`src/rtl/amo_pkg.sv`:
```
package amo_pkg;
    localparam int XW = 64;
    localparam int HW = 32;

    typedef enum logic [3:0] {
        OP_ADD  = 4'd0,
        OP_SWAP = 4'd1,
        OP_AND  = 4'd2,
        OP_OR   = 4'd3,
        OP_XOR  = 4'd4,
        OP_MIN  = 4'd5,
        OP_MAX  = 4'd6,
        OP_MINU = 4'd7,
        OP_MAXU = 4'd8,
        OP_LR   = 4'd9,
        OP_SC   = 4'd10
    } amo_op_e;

    typedef enum logic [2:0] {
        ST_IDLE, ST_READ, ST_CALC, ST_WRITE, ST_RESP
    } amo_st_e;

    function automatic logic [XW-1:0] sext_half(input logic [XW-1:0] v);
        return {{(XW-HW){v[HW-1]}}, v[HW-1:0]};
    endfunction
endpackage

```
`src/rtl/amo_alu.sv`:
```
module amo_alu
    import amo_pkg::*;
(
    input  amo_op_e         op_i,
    input  logic            dword_i,
    input  logic [XW-1:0]   old_i,
    input  logic [XW-1:0]   opd_i,
    output logic [XW-1:0]   res_o
);
    logic [XW-1:0] a, b;
    logic          lt_s, lt_u;

    always_comb begin
        a    = dword_i ? old_i : sext_half(old_i);
        b    = dword_i ? opd_i : sext_half(opd_i);
        lt_s = $signed(a) < $signed(b);
        lt_u = a < b;
        unique case (op_i)
            OP_ADD:  res_o = a + b;
            OP_SWAP: res_o = b;
            OP_AND:  res_o = a & b;
            OP_OR:   res_o = a | b;
            OP_XOR:  res_o = a ^ b;
            OP_MIN:  res_o = lt_s ? a : b;
            OP_MAX:  res_o = lt_s ? b : a;
            OP_MINU: res_o = lt_u ? a : b;
            OP_MAXU: res_o = lt_u ? b : a;
            default: res_o = a;
        endcase
    end
endmodule

```
`src/rtl/amo_resv.sv`:
```
module amo_resv #(
    parameter int ADDR_W  = 16,
    parameter int GRAN_LG = 3
) (
    input  logic              clk,
    input  logic              rst_n,
    input  logic              set_i,
    input  logic [ADDR_W-1:0] set_addr_i,
    input  logic              sc_i,
    input  logic              snoop_we_i,
    input  logic [ADDR_W-1:0] snoop_addr_i,
    input  logic [ADDR_W-1:0] chk_addr_i,
    output logic              hit_o
);
    localparam int TW = ADDR_W - GRAN_LG;

    typedef struct packed {
        logic          vld;
        logic [TW-1:0] tag;
    } resv_t;

    resv_t r_d, r_q;
    logic  snoop_hit;

    always_comb begin
        r_d       = r_q;
        snoop_hit = snoop_we_i && r_q.vld && (snoop_addr_i[ADDR_W-1:GRAN_LG] == r_q.tag);
        hit_o     = r_q.vld && (chk_addr_i[ADDR_W-1:GRAN_LG] == r_q.tag);
        if (set_i) begin
            r_d.vld = 1'b1;
            r_d.tag = set_addr_i[ADDR_W-1:GRAN_LG];
        end else if (sc_i || snoop_hit) begin
            r_d.vld = 1'b0;
        end
    end

    always_ff @(posedge clk or negedge rst_n) begin
        if (!rst_n) r_q <= '0;
        else        r_q <= r_d;
    end

    AST_SC_DROPS_RESV: assert property (@(posedge clk) disable iff (!rst_n)
        (sc_i && !set_i) |=> !hit_o);
    AST_SNOOP_DROPS_RESV: assert property (@(posedge clk) disable iff (!rst_n)
        (snoop_we_i && !set_i && (snoop_addr_i[ADDR_W-1:GRAN_LG] == chk_addr_i[ADDR_W-1:GRAN_LG]))
        |=> !(hit_o && $stable(chk_addr_i)));
endmodule

```
`src/rtl/amo_unit.sv`:
```
module amo_unit
    import amo_pkg::*;
#(
    parameter int ADDR_W  = 16,
    parameter int GRAN_LG = 3
) (
    input  logic              clk,
    input  logic              rst_n,
    input  logic              req_valid,
    output logic              req_ready,
    input  logic [3:0]        req_op,
    input  logic              req_dword,
    input  logic [ADDR_W-1:0] req_addr,
    input  logic [XW-1:0]     req_data,
    output logic              rsp_valid,
    output logic [XW-1:0]     rsp_data,
    output logic              rsp_err,
    output logic              mem_req,
    output logic              mem_we,
    output logic              mem_dword,
    output logic [ADDR_W-1:0] mem_addr,
    output logic [XW-1:0]     mem_wdata,
    output logic              mem_lock,
    input  logic              mem_rvalid,
    input  logic [XW-1:0]     mem_rdata,
    input  logic              snoop_we,
    input  logic [ADDR_W-1:0] snoop_addr
);
    typedef struct packed {
        amo_st_e           st;
        amo_op_e           op;
        logic              dw;
        logic [ADDR_W-1:0] addr;
        logic [XW-1:0]     opd;
        logic [XW-1:0]     old;
        logic [XW-1:0]     wdat;
        logic [XW-1:0]     rsp;
        logic              err;
    } ctl_t;

    ctl_t          c_d, c_q;
    logic [XW-1:0] alu_res;
    logic          resv_hit, resv_set, resv_sc;
    logic          misal, bad_op, is_atomic;

    amo_alu u_alu (
        .op_i    (c_q.op),
        .dword_i (c_q.dw),
        .old_i   (c_q.old),
        .opd_i   (c_q.opd),
        .res_o   (alu_res)
    );

    amo_resv #(.ADDR_W(ADDR_W), .GRAN_LG(GRAN_LG)) u_resv (
        .clk          (clk),
        .rst_n        (rst_n),
        .set_i        (resv_set),
        .set_addr_i   (c_q.addr),
        .sc_i         (resv_sc),
        .snoop_we_i   (snoop_we),
        .snoop_addr_i (snoop_addr),
        .chk_addr_i   (req_addr),
        .hit_o        (resv_hit)
    );

    always_comb begin
        c_d      = c_q;
        resv_set = 1'b0;
        resv_sc  = 1'b0;
        misal    = req_dword ? (|req_addr[2:0]) : (|req_addr[1:0]);
        bad_op   = req_op > OP_SC;
        unique case (c_q.st)
            ST_IDLE: if (req_valid) begin
                c_d.op   = amo_op_e'(req_op);
                c_d.dw   = req_dword;
                c_d.addr = req_addr;
                c_d.opd  = req_data;
                c_d.err  = 1'b0;
                c_d.rsp  = '0;
                if (misal || bad_op) begin
                    c_d.err = 1'b1;
                    c_d.st  = ST_RESP;
                end else if (amo_op_e'(req_op) == OP_SC) begin
                    resv_sc = 1'b1;
                    if (resv_hit) begin
                        c_d.wdat = req_data;
                        c_d.st   = ST_WRITE;
                    end else begin
                        c_d.rsp = {{(XW-1){1'b0}}, 1'b1};
                        c_d.st  = ST_RESP;
                    end
                end else begin
                    c_d.st = ST_READ;
                end
            end
            ST_READ: if (mem_rvalid) begin
                c_d.old = c_q.dw ? mem_rdata : sext_half(mem_rdata);
                c_d.rsp = c_d.old;
                if (c_q.op == OP_LR) begin
                    resv_set = 1'b1;
                    c_d.st   = ST_RESP;
                end else begin
                    c_d.st = ST_CALC;
                end
            end
            ST_CALC: begin
                c_d.wdat = alu_res;
                c_d.st   = ST_WRITE;
            end
            ST_WRITE: if (mem_rvalid) c_d.st = ST_RESP;
            default:  c_d.st = ST_IDLE;
        endcase
    end

    always_ff @(posedge clk or negedge rst_n) begin
        if (!rst_n) begin
            c_q    <= '0;
            c_q.st <= ST_IDLE;
        end else begin
            c_q <= c_d;
        end
    end

    always_comb begin
        is_atomic = (c_q.op != OP_LR) && (c_q.op != OP_SC);
        req_ready = c_q.st == ST_IDLE;
        rsp_valid = c_q.st == ST_RESP;
        rsp_data  = c_q.rsp;
        rsp_err   = c_q.err;
        mem_req   = (c_q.st == ST_READ) || (c_q.st == ST_WRITE);
        mem_we    = c_q.st == ST_WRITE;
        mem_dword = c_q.dw;
        mem_addr  = c_q.addr;
        mem_wdata = c_q.wdat;
        mem_lock  = is_atomic &&
                    ((c_q.st == ST_READ) || (c_q.st == ST_CALC) || (c_q.st == ST_WRITE));
    end

    AST_RSP_ONE_CYCLE: assert property (@(posedge clk) disable iff (!rst_n)
        rsp_valid |=> !rsp_valid);
    AST_LOCK_HELD: assert property (@(posedge clk) disable iff (!rst_n)
        (mem_lock && !(mem_we && mem_rvalid)) |=> mem_lock);
    AST_LOCK_BLOCKS_REQ: assert property (@(posedge clk) disable iff (!rst_n)
        mem_lock |-> !req_ready);
    AST_BAD_REQ_NO_MEM: assert property (@(posedge clk) disable iff (!rst_n)
        (req_valid && req_ready && (req_dword ? (|req_addr[2:0]) : (|req_addr[1:0])))
        |=> (!mem_req && rsp_valid && rsp_err));
    AST_WORD_SEXT: assert property (@(posedge clk) disable iff (!rst_n)
        (rsp_valid && !rsp_err && !mem_dword && (c_q.op != OP_SC))
        |-> (rsp_data[XW-1:HW] == {(XW-HW){rsp_data[HW-1]}}));
endmodule

```
`config.mk`:
```
export PLATFORM = sky130hd
export DESIGN_NAME = amo_unit
export DESIGN_NICKNAME = d
export VERILOG_FILES = /design/src/rtl/amo_pkg.sv /design/src/rtl/amo_alu.sv /design/src/rtl/amo_resv.sv /design/src/rtl/amo_unit.sv
export SDC_FILE = /design/constraint.sdc
export NUM_CORES = 1
export LEC_CHECK = 0
export BUFFER_PORTS_ARGS = -buffer_cell sky130_fd_sc_hd__buf_2
export CAP_MARGIN = 20
export CORE_UTILIZATION = 57
export DETAILED_ROUTE_END_ITERATION = 10
export PLACE_DENSITY = 0.79
export SYNTH_ARGS = -nofsm -noshare
export SYNTH_HDL_FRONTEND = slang
export SYNTH_SLANG_ARGS = --single-unit
```
`constraint.sdc`:
```
create_clock -name clk -period 14 [get_ports clk]
set_clock_uncertainty 0.1 [all_clocks]
set_input_delay 2.8 -clock clk [delete_from_list [all_inputs] [get_ports clk]]
set_output_delay 2.8 -clock clk [all_outputs]
set_load 0.01 [all_outputs]
```
== Yosys cells after proc, flatten, opt, wreduce, memory -nomap -nowiden ==
Cells that the tools add are included.
Storage, ports and cells
  bits in registers: 295
  output and inout port bits: 151
  word-level logic and storage cells: 99
Cells by class
  add/subtract/negate cells: 1
  magnitude comparators: 3
  equal/unequal tests: 24
  mux-type cells: 35
  bitwise logic cells: 3
  reductions and logical operators: 22
Operators by type and width (count)
  64-bit two-way mux: 9
  64-bit one-hot mux with 9 select lines: 1
  128-bit two-way mux: 2
  64-bit one-hot mux with 2 select lines: 2
  129-bit two-way mux: 1
  64-bit < comparator: 2
  88-bit two-way mux: 1
  64-bit adder: 1
  64-bit bitwise AND: 1
  64-bit OR: 1
  64-bit XOR: 1
  13-bit == test: 2
  3-bit two-way mux: 6
  4-bit by 3-bit == test with 1-bit output, second input constant: 4
  4-bit == test, second input constant: 3
  1-bit two-way mux: 12
  3-bit one-hot mux with 4 select lines: 1
  4-bit by 2-bit == test with 1-bit output, second input constant: 2
  4-bit inequality test, second input constant: 2
  3-bit by 2-bit == test with 1-bit output, second input constant: 2
  2-bit by 1-bit inequality test with 1-bit output, second input constant: 3
  2-bit inequality test, second input constant: 3
  3-bit AND reduction: 2
  2-bit nonzero test: 3
  other kinds (12): 21

== Longest topological paths before layout ==
  depth after elaboration: 9
  depth in mapped cells: 20

== Cells and area by module ==
A second synthesis with hierarchy kept.
Unflattened totals
  cell total of the unflattened synthesis: 2789
  area total of the unflattened synthesis: 22899.5 sq um
Modules (own cells, without submodules)
  amo_unit: times used 1, cells an instance 1217, area each 12456.9 sq um
  amo_alu: times used 1, cells an instance 1504, area each 9624.2 sq um
  amo_resv: times used 1, cells an instance 68, area each 818.3 sq um

== Worst setup path after synthesis ==
No wires, ideal clock.
  kind: input to register
  start: input port req_addr[5]
  end: register c_q (netlist bit mem_wdata[28])
  arrival time: 4.875 ns
  required time: 13.818 ns
  setup slack: 8.943 ns
  stages: 10
  path buffers: 2
  cells stage by stage: xor2_1 nor4_1 nand3_1 nor3_1 a31oi_1 nor3_1 clkbuf_1 clkbuf_1 nor2_1 a31oi_1
Between the ends
  cells in the longest elaborated chain, start to end: 4
RTL lines
  start: declaration: RTL line amo_unit.sv:13  | input logic [ADDR_W-1:0] req_addr,
  13-bit == test: RTL line amo_resv.sv:28  | hit_o = r_q.vld && (chk_addr_i[ADDR_W-1:GRAN_LG] == r_q.tag);
  1-bit logical AND: RTL line amo_resv.sv:28
  2-bit by 1-bit inequality test with 1-bit output (no source line)
  5-bit AND reduction (no source line)
  end: declaration: RTL line amo_unit.sv:41  | ctl_t c_d, c_q;
No other way between the ends.
A chain may end at the register's enable or synchronous reset.

== Final worst setup path ==
  start: register c_q (netlist bit mem_dword)
  end: register c_q (netlist bit mem_wdata[1])
Between the ends
  cells in the longest elaborated chain, start to end: 5
RTL lines
  64-bit two-way mux, on equally long branches: RTL line amo_alu.sv:14, amo_alu.sv:15
  64-bit < comparator, on equally long branches: RTL line amo_alu.sv:17, amo_alu.sv:16
  64-bit two-way mux, on equally long branches
  64-bit one-hot mux with 9 select lines (*): RTL line amo_alu.sv:18  | unique case (op_i)
  64-bit one-hot mux with 2 select lines (*): RTL line amo_unit.sv:72  | unique case (c_q.st)
Mark *: on every way between the ends. The rest lies on a longest branch, timed or not.

==> flow_summary.ini <==
[status]
status = completed

[placed_design]
dp_hpwl_mm = 53.7
place_area_um2 = 23500
routabilityCongestion = 0.987
port_buffers = 317
pre_cts_ws_ps = 7100

[synth]
ys_async_sr_fraction = 1.00
yosys-top-cells-count = a21oi_1 (309), dfrtp_1 (295), nand2_1 (262), o21ai_0 (239), ha_1 (192)
syn_nets = 3093
synth_cell_type_count = 85
synth.most_common_cell = a21oi_1
yosys-top-cells-area = dfrtp_1 (33%), ha_1 (11%), a21oi_1 (6.8%), o21ai_0 (5.3%), buf_4 (4.8%)
yosysSeqAreaShare = 0.325
yosysTopAreaCell = dfrtp_1
synthCells = 2730
synth_flop_cell = dfrtp_1
syn_area_um2 = 22700
synth_edf_count = 0
synth.avg_cell_area_um2 = 8.31
ys_warn_count = 0
post-synth-top-area-fraction = 0.325
synth_seq_cells = 295

[timing]
rsz0062_at_grt = no
finalSetupTns_ps = 0
setup_ws_ps = 6770
post-route-period-util = 0.517
worst_pin_slew_ps = 1160
finalMaxSlewViolations = 0
setup_viol = 0
finalHoldViolations = 0
fmax_mhz = 138
min_period_ps = 7230
max_slew_margin = 0.227

[run]
maxCapViolCount = 0

[drt]
wl_per_cell_um = 22.9
vias = 21475
drc_errors = 0
drt_iter0_markers = 2273
wl_met2_mm = 32.9
highest-signal-layer = met5
drt-met1-wl_mm = 32.6
via_per_inst = 6.46
dr.pass1.iters = 6
wirelength_mm = 76.3
ant_nets = 0
wl_met3_mm = 8.61

[global_routing]
grt_pass1_vias = 20688
antenna_found_initial = 2
track_usage = 0.370
grt_max_degree = 96
grt_overflow_total = 0
grt_pass1_wl_mm = 118

[floorplanning]
rows = 72
fp.dieH_um = 201
ioPinCount = 321
start_util = 0.583
dieArea_um2 = 40600
die_x_um = 201
core-area_um2 = 38900

[min_path]
hp-class = register to register

[worst_setup_path]
path_buf_inv = 1
end_kind = register
crit_type = register to register
slowest_stage = dfrtp_2
start_kind = register
worstPathCellList = buf_4, a21oi_1, ha_1, nor4_1, nand4_1, a2111o_1, o22ai_2, nor4_1, a2111oi_0, a311o_1, a211oi_1, a2111oi_0, o22a_1
required_ps = 14390
reg2reg_slack_ps = 6770
timing.critical_path.max_delay_family = compound AO/OA/AOI/OAI gates
crit_arrival_ps = 7620
crit_fanout = 58
slowest_delay_ps = 880

[cells_and_area]
drive_gt1_frac = 0.182
area_growth_pct = 8.79
n_antenna_cell = 0
postLayoutCoreUtil = 0.634
final_cell_area_um2 = 24700
finish.net_count = 3145

[clock_network]
ctsResizeCount = 0
cts_tree = built
htreeDepth = 2
numCtsBuffers = 34
ctsHoldBuffers = 0
cts_root_buffer = clkbuf_16
numClockSinks = 295
cts.clk_slew.worst_paths_ps = 60
cts_setup_buffers = 0
clk_latency_ps = 560
cts.path.max_buffers = 3
## cell usage in the layout (no fill, tap or decap), drive strengths merged, types with 28 or more instances in the layout
| cell type | netlist | final |
|---|---|---|
| dfrtp | 295 | 295 |
| a22oi | 29 | 29 |
| nor2 | 137 | 137 |
| inv | 169 | 172 |
| nand3 | 50 | 50 |
| and3 | 38 | 38 |
| a221oi | 66 | 66 |
| nor3 | 28 | 28 |
| clkbuf | 157 | 44 |
| buf | 178 | 351 |
| mux2 | 64 | 64 |
| o21ai | 254 | 254 |
| nand2 | 262 | 262 |
| ha | 192 | 192 |
| a21o | 97 | 97 |
| xnor2 | 49 | 49 |
| a21oi | 309 | 309 |
## cell families (layout without fill, tap and decap cells)
family,count (synthesis),count (layout),synth area share
AO/OA/AOI/OAI,954,954,0.265
XOR/XNOR,73,73,0.0282
adder cells (fa/ha/maj),193,193,0.107
buffers and inverters,505,583,0.109
flip-flops,295,295,0.325
multiplexers,70,70,0.0344
AND/OR/NAND/NOR,640,640,0.131
## worst paths after layout
kind,from,endpoint,cells past startpoint
worst max-delay path,mem_dword,mem_wdata[1],13
worst min-delay path,rsp_data[5],rsp_data[5],2
worst max register to register,mem_dword,mem_wdata[1],13
worst min register to register,rsp_data[5],rsp_data[5],2
max in group asynchronous,rst_n,c_q[210],3
min in group asynchronous,rst_n,mem_wdata[10],1
## registers in the layout, summed over array words and instances (netlist names)
| name | cells |
|---|---|
| mem_dword | 1 |
| rsp_err | 1 |
| rsp_data | 64 |
| mem_addr | 16 |
| mem_wdata | 64 |
| c_q | 135 |
| u_resv.r_q | 14 |
## worst reg2reg max path, delay by kind of cell, from the launching register on
| family | cells | cell delay (ps) |
|---|---|---|
| adder cells (fa/ha/maj) | 1 | 530 |
| AND/OR/NAND/NOR | 3 | 1250 |
| buffers and inverters | 1 | 670 |
| AO/OA/AOI/OAI | 8 | 3740 |
| flip-flops | 1 | 880 |
## per-stage QoR
step           hold slack [ps]  std cells
3_3_place_gp               352       3263
4_1_cts                    371       3325
2_1_floorplan              347       2730
5_1_grt                    392       3326
6_report                   368       3326
3_5_place_dp               357       3263
## area by class of cell
cell class	count	area [um2]
fill	3357	14200
multi-input combinational	1930	13000
sequential	295	7380
timing repair buffer	351	1860
clock buffer	44	940
tap	518	648
inverter	170	638
clock inverter	18	256
## routing by layer
metal  vias up  track usage
met2      1211        0.556
met1     10421        0.524
met5         -            0
li1       9668            -
met3       173       0.0920
met4         2        0.110
Power is left out: the tool's default activity adds up to more than one toggle a clock period on the data nets, which glitch-free logic cannot reach.
